### src/rtl/flash_wr_status.sv
module flash_wr_status #(
  parameter int PROG_CYCLES = 1000,
  parameter int SECT_CYCLES = 1250000,
  parameter int CHIP_CYCLES = 5000000
) (
  input  logic       clk,
  input  logic       rst_n,
  input  logic       start,
  input  logic [1:0] op_kind,
  input  logic [7:0] wr_data,
  input  logic       cs_n,
  input  logic       oe_n,
  input  logic [7:0] array_data,
  output logic       busy,
  output logic [7:0] rd_data
);

  localparam int MAXC = (CHIP_CYCLES > SECT_CYCLES)
                      ? ((CHIP_CYCLES > PROG_CYCLES) ? CHIP_CYCLES : PROG_CYCLES)
                      : ((SECT_CYCLES > PROG_CYCLES) ? SECT_CYCLES : PROG_CYCLES);
  localparam int CW = $clog2(MAXC + 1);

  localparam logic [1:0] OP_PROG = 2'b00;
  localparam logic [1:0] OP_SECT = 2'b01;
  localparam logic [1:0] OP_CHIP = 2'b10;

  logic [CW-1:0] cnt;
  logic          is_prog;
  logic          pol_bit;
  logic          tog;
  logic          rd_prev;
  logic          rd_q;
  logic          accept;
  logic [CW-1:0] dur;

  assign rd_q   = !cs_n && !oe_n;
  assign accept = start && !busy && (op_kind != 2'b11);

  always_comb begin
    unique case (op_kind)
      OP_PROG: dur = CW'(PROG_CYCLES);
      OP_SECT: dur = CW'(SECT_CYCLES);
      OP_CHIP: dur = CW'(CHIP_CYCLES);
      default: dur = '0;
    endcase
  end

  always_ff @(posedge clk or negedge rst_n) begin
    if (!rst_n) begin
      busy    <= 1'b0;
      cnt     <= '0;
      is_prog <= 1'b0;
      pol_bit <= 1'b0;
    end else if (accept) begin
      busy    <= 1'b1;
      cnt     <= dur;
      is_prog <= (op_kind == OP_PROG);
      pol_bit <= wr_data[7];
    end else if (busy) begin
      cnt <= cnt - 1'b1;
      if (cnt == CW'(1)) busy <= 1'b0;
    end
  end

  always_ff @(posedge clk or negedge rst_n) begin
    if (!rst_n) begin
      tog     <= 1'b0;
      rd_prev <= 1'b0;
    end else begin
      rd_prev <= rd_q;
      if (accept)                       tog <= 1'b0;
      else if (busy && rd_q && !rd_prev) tog <= ~tog;
    end
  end

  assign rd_data = busy ? {(is_prog ? ~pol_bit : 1'b0), tog, array_data[5:0]}
                        : array_data;


  start_busy_chk: assert property (@(posedge clk) disable iff (!rst_n)
    (start && !busy && op_kind != 2'b11) |=> busy);


  bad_code_chk: assert property (@(posedge clk) disable iff (!rst_n)
    (start && !busy && op_kind == 2'b11) |=> !busy);


  ignore_start_chk: assert property (@(posedge clk) disable iff (!rst_n)
    (busy && start) |=> ($stable(is_prog) && $stable(pol_bit)));


  erase_bit7_chk: assert property (@(posedge clk) disable iff (!rst_n)
    (busy && !is_prog) |-> !rd_data[7]);


  tog_clear_chk: assert property (@(posedge clk) disable iff (!rst_n)
    $rose(busy) |-> !tog);


  idle_tog_chk: assert property (@(posedge clk) disable iff (!rst_n)
    (!busy && !start) |=> $stable(tog));

endmodule

### config.mk
export PLATFORM = sky130hd
export DESIGN_NAME = flash_wr_status
export DESIGN_NICKNAME = d
export VERILOG_FILES = /design/src/rtl/flash_wr_status.sv
export SDC_FILE = /design/constraint.sdc
export NUM_CORES = 1
export LEC_CHECK = 0
export ABC_AREA = 1
export BUFFER_PORTS_ARGS = -buffer_cell sky130_fd_sc_hd__buf_2
export CAP_MARGIN = 20
export CORE_UTILIZATION = 55
export DETAILED_ROUTE_END_ITERATION = 10
export MAX_ROUTING_LAYER = met4
export PLACE_DENSITY_LB_ADDON = 0.15
export SLEW_MARGIN = 10
export SYNTH_ARGS = -nofsm -noshare
export SYNTH_HDL_FRONTEND = slang
export SYNTH_SLANG_ARGS = --single-unit
export TNS_END_PERCENT = 20
### constraint.sdc
create_clock -name clk -period 1.9 [get_ports clk]
set_clock_uncertainty 0.15 [all_clocks]
set_input_delay 0.19 -clock clk [delete_from_list [all_inputs] [get_ports clk]]
set_output_delay 0.19 -clock clk [all_outputs]
set_load 0.05 [all_outputs]
==> qor.yml <==
layout:
  finalNonFillerCells: 311
  final_common_cell: "nand2_1"
  stdcell_area_mm2: 0.00197
  diodes: 0
  drive_gt1_frac: 0.146
  layout_common_cells: "55 x nand2_1, 38 x nor2_1, 30 x inv_1"
  regArea_um2: 702
  area_growth_pct: 11.6
  multi_input_area_um2: 883
  fin_nets: 294
  fillers: 299
routing:
  drtIter0Drc: 95
  drc: 0
  first_pass_iters: 4
  via_count: 1631
  wl_per_cell_um: 12.8
  antenna_left: 0
  viasPerCell: 5.24
  wirelength_um: 3990
place:
  pre_cts_ws_ps: 123
  hpwl_um: 2810
  gp_congestion: 0.933
  portBuffers: 12
  dp_cells: 300
  post_dp_cell_area_mm2: 0.00186
sta:
  holdWs_ps: 44.7
  setup_viol: 0
  rsz0062_at_grt: "true"
  hold_violations: 0
  setup_ws_ps: 62.2
  timing.final.crit_share: 0.967
  tightest_slew_ps: 638
  fin_crit_ps: 1840
  clock.fmax_mhz: 544
  relSlewSlack: 0.575
  drv_slew: 0
power_and_ir_drop:
  power_density_mw_per_mm2: 953
  leakagePower_nw: 0.944
  max-vdd-ir-drop_mv: 0.588
  total_power_w: 0.00188
status:
  status: "completed"
synthesis:
  ys_seq_area_frac: 0.396
  synth_area_mm2: 0.00177
  ys_ff_latch: 28
  syn_inst: 249
  synth.distinct_cells: 28
  synth_fp_nets: 274
  yosys_warnings: 0
  synth_area_per_cell_um2: 7.10
die:
  ios: 32
  die_area_mm2: 0.00345
  die_y_um: 58.7
  dieWidth_um: 58.7
  initial_core_util: 0.579
  core_area_mm2: 0.00305
  row_count: 20
clocking:
  clkLatencyLatePin_ps: 330
  htree_levels: 1
  cts_root_buffer: "clkbuf_4"
  clk_pin_slew_ps: 150
  cts_tree: "done"
  cts_inserted_buffers: 3
  cts_buffer_depth: 2
  cts.sinks: 28
worst_setup_path:
  cp.required_ps: 1560
  startpoint_type: "register"
  critPathKind: "reg2out"
  end_kind: "primary output"
  path_max_fanout: 7
  worstPathArrival_ps: 1500
worst_hold_path:
  hp-class: "in2reg"
job:
  max_cap_violations: 0
global_route:
  grt_util_all_layers: 0.278
  grt_max_degree: 29
  grt_pass1_vias: 1600
  grt_pass1_wl_um: 7070
  gr-total-overflow: 0
  grt_antenna_before_repair: 0
[worst max-delay path, stage by stage, from the launching register on]
cell and delay, ps:
dfrtp_2 500, clkinvlp_4 220, o31ai_4 260, buf_6 190
[flip-flops by register name, summed over array words and instances, names as in the netlist]
signal   flops
tog          1
pol_bit      1
busy         1
rd_prev      1
is_prog      1
cnt         23
[per-layer routing]
layer  part of all wire  vias up  GRT usage  routed length (um)
met5                  0        -          -                   0
met4             0.0060        0      0.112                  24
met3              0.042        2     0.0286                 169
met2               0.47       37      0.430                1860
met1               0.48      750      0.377                1930
li1                   -      842          -                   -
[area by class of cell]
cell class,count,share of cell area
multi-input combinational,178,0.448
sequential,28,0.356
timing repair buffer,25,0.0926
inverter,33,0.0647
tap,44,0.0279
clock buffer,3,0.0114
[cell usage after synthesis]
master	instances	area, um^2
a21oi_1	14	70.1
a22o_1	1	8.76
a31oi_1	2	12.5
buf_2	2	10.0
buf_4	7	52.6
buf_6	1	11.3
dfrtp_1	28	701
ha_1	2	25.0
inv_1	31	116
inv_2	2	7.51
nand2_1	55	206
nand3_1	20	100
nand3_2	3	30.0
nand3b_1	1	7.51
nand4_1	5	31.3
nor2_1	38	143
nor2_2	3	18.8
nor2_4	3	33.8
nor3_1	1	5.00
nor3_2	1	10.0
nor3b_2	1	12.5
nor4_1	1	6.26
o211ai_1	2	15.0
o21ai_0	16	80.1
o21ai_1	5	25.0
o22ai_1	2	12.5
o31ai_1	1	7.51
xor2_1	1	8.76
[timing repair]
action                                  4_1_cts  5_1_grt
endpoints found under the setup margin        2        6
endpoints found under the hold margin        32        0
hold buffers                                  5        0
buffers inserted                              2        1
pin swaps                                     0        1
gates resized for setup                       3        3
[where the power goes]
part           internal, W  total [W]  switching, W
Sequential        0.000765   0.000949      0.000184
Clock            0.0000744   0.000247      0.000173
Combinational     0.000262   0.000684      0.000422
Total              0.00110    0.00188      0.000779
[kinds of logic after synthesis]
group / count (synthesis) / synth area share
and+or+nand+nor: 132 / 0.342
AOI/OAI and AO/OA: 43 / 0.131
DFF: 28 / 0.396
xor gates and xnor gates: 1 / 0.00495
buffers and inverters: 43 / 0.112
adders and majority gates: 2 / 0.0142
[final timing paths]
| check | cells after the start | end | slack, ps | startpoint |
|---|---|---|---|---|
| worst max register to register | 6 | cnt[11] | 150 | busy |
| max in group asynchronous | 2 | busy | 910 | rst_n |
| worst max-delay path | 3 | rd_data[7] | 60 | busy |
| worst min-delay path | 3 | cnt[7] | 40 | start |
| min in group asynchronous | 2 | cnt[0] | 240 | rst_n |
| worst min register to register | 1 | cnt[13] | 380 | cnt[13] |
[stage by stage]
step           setup TNS (ps)  utilization
3_5_place_dp                0        0.609
4_1_cts                     0        0.641
6_report                    0        0.646
5_1_grt                 -12.2        0.646
2_1_floorplan            -180            -
3_3_place_gp                0        0.609
Power figures use the tool's default switching activity.
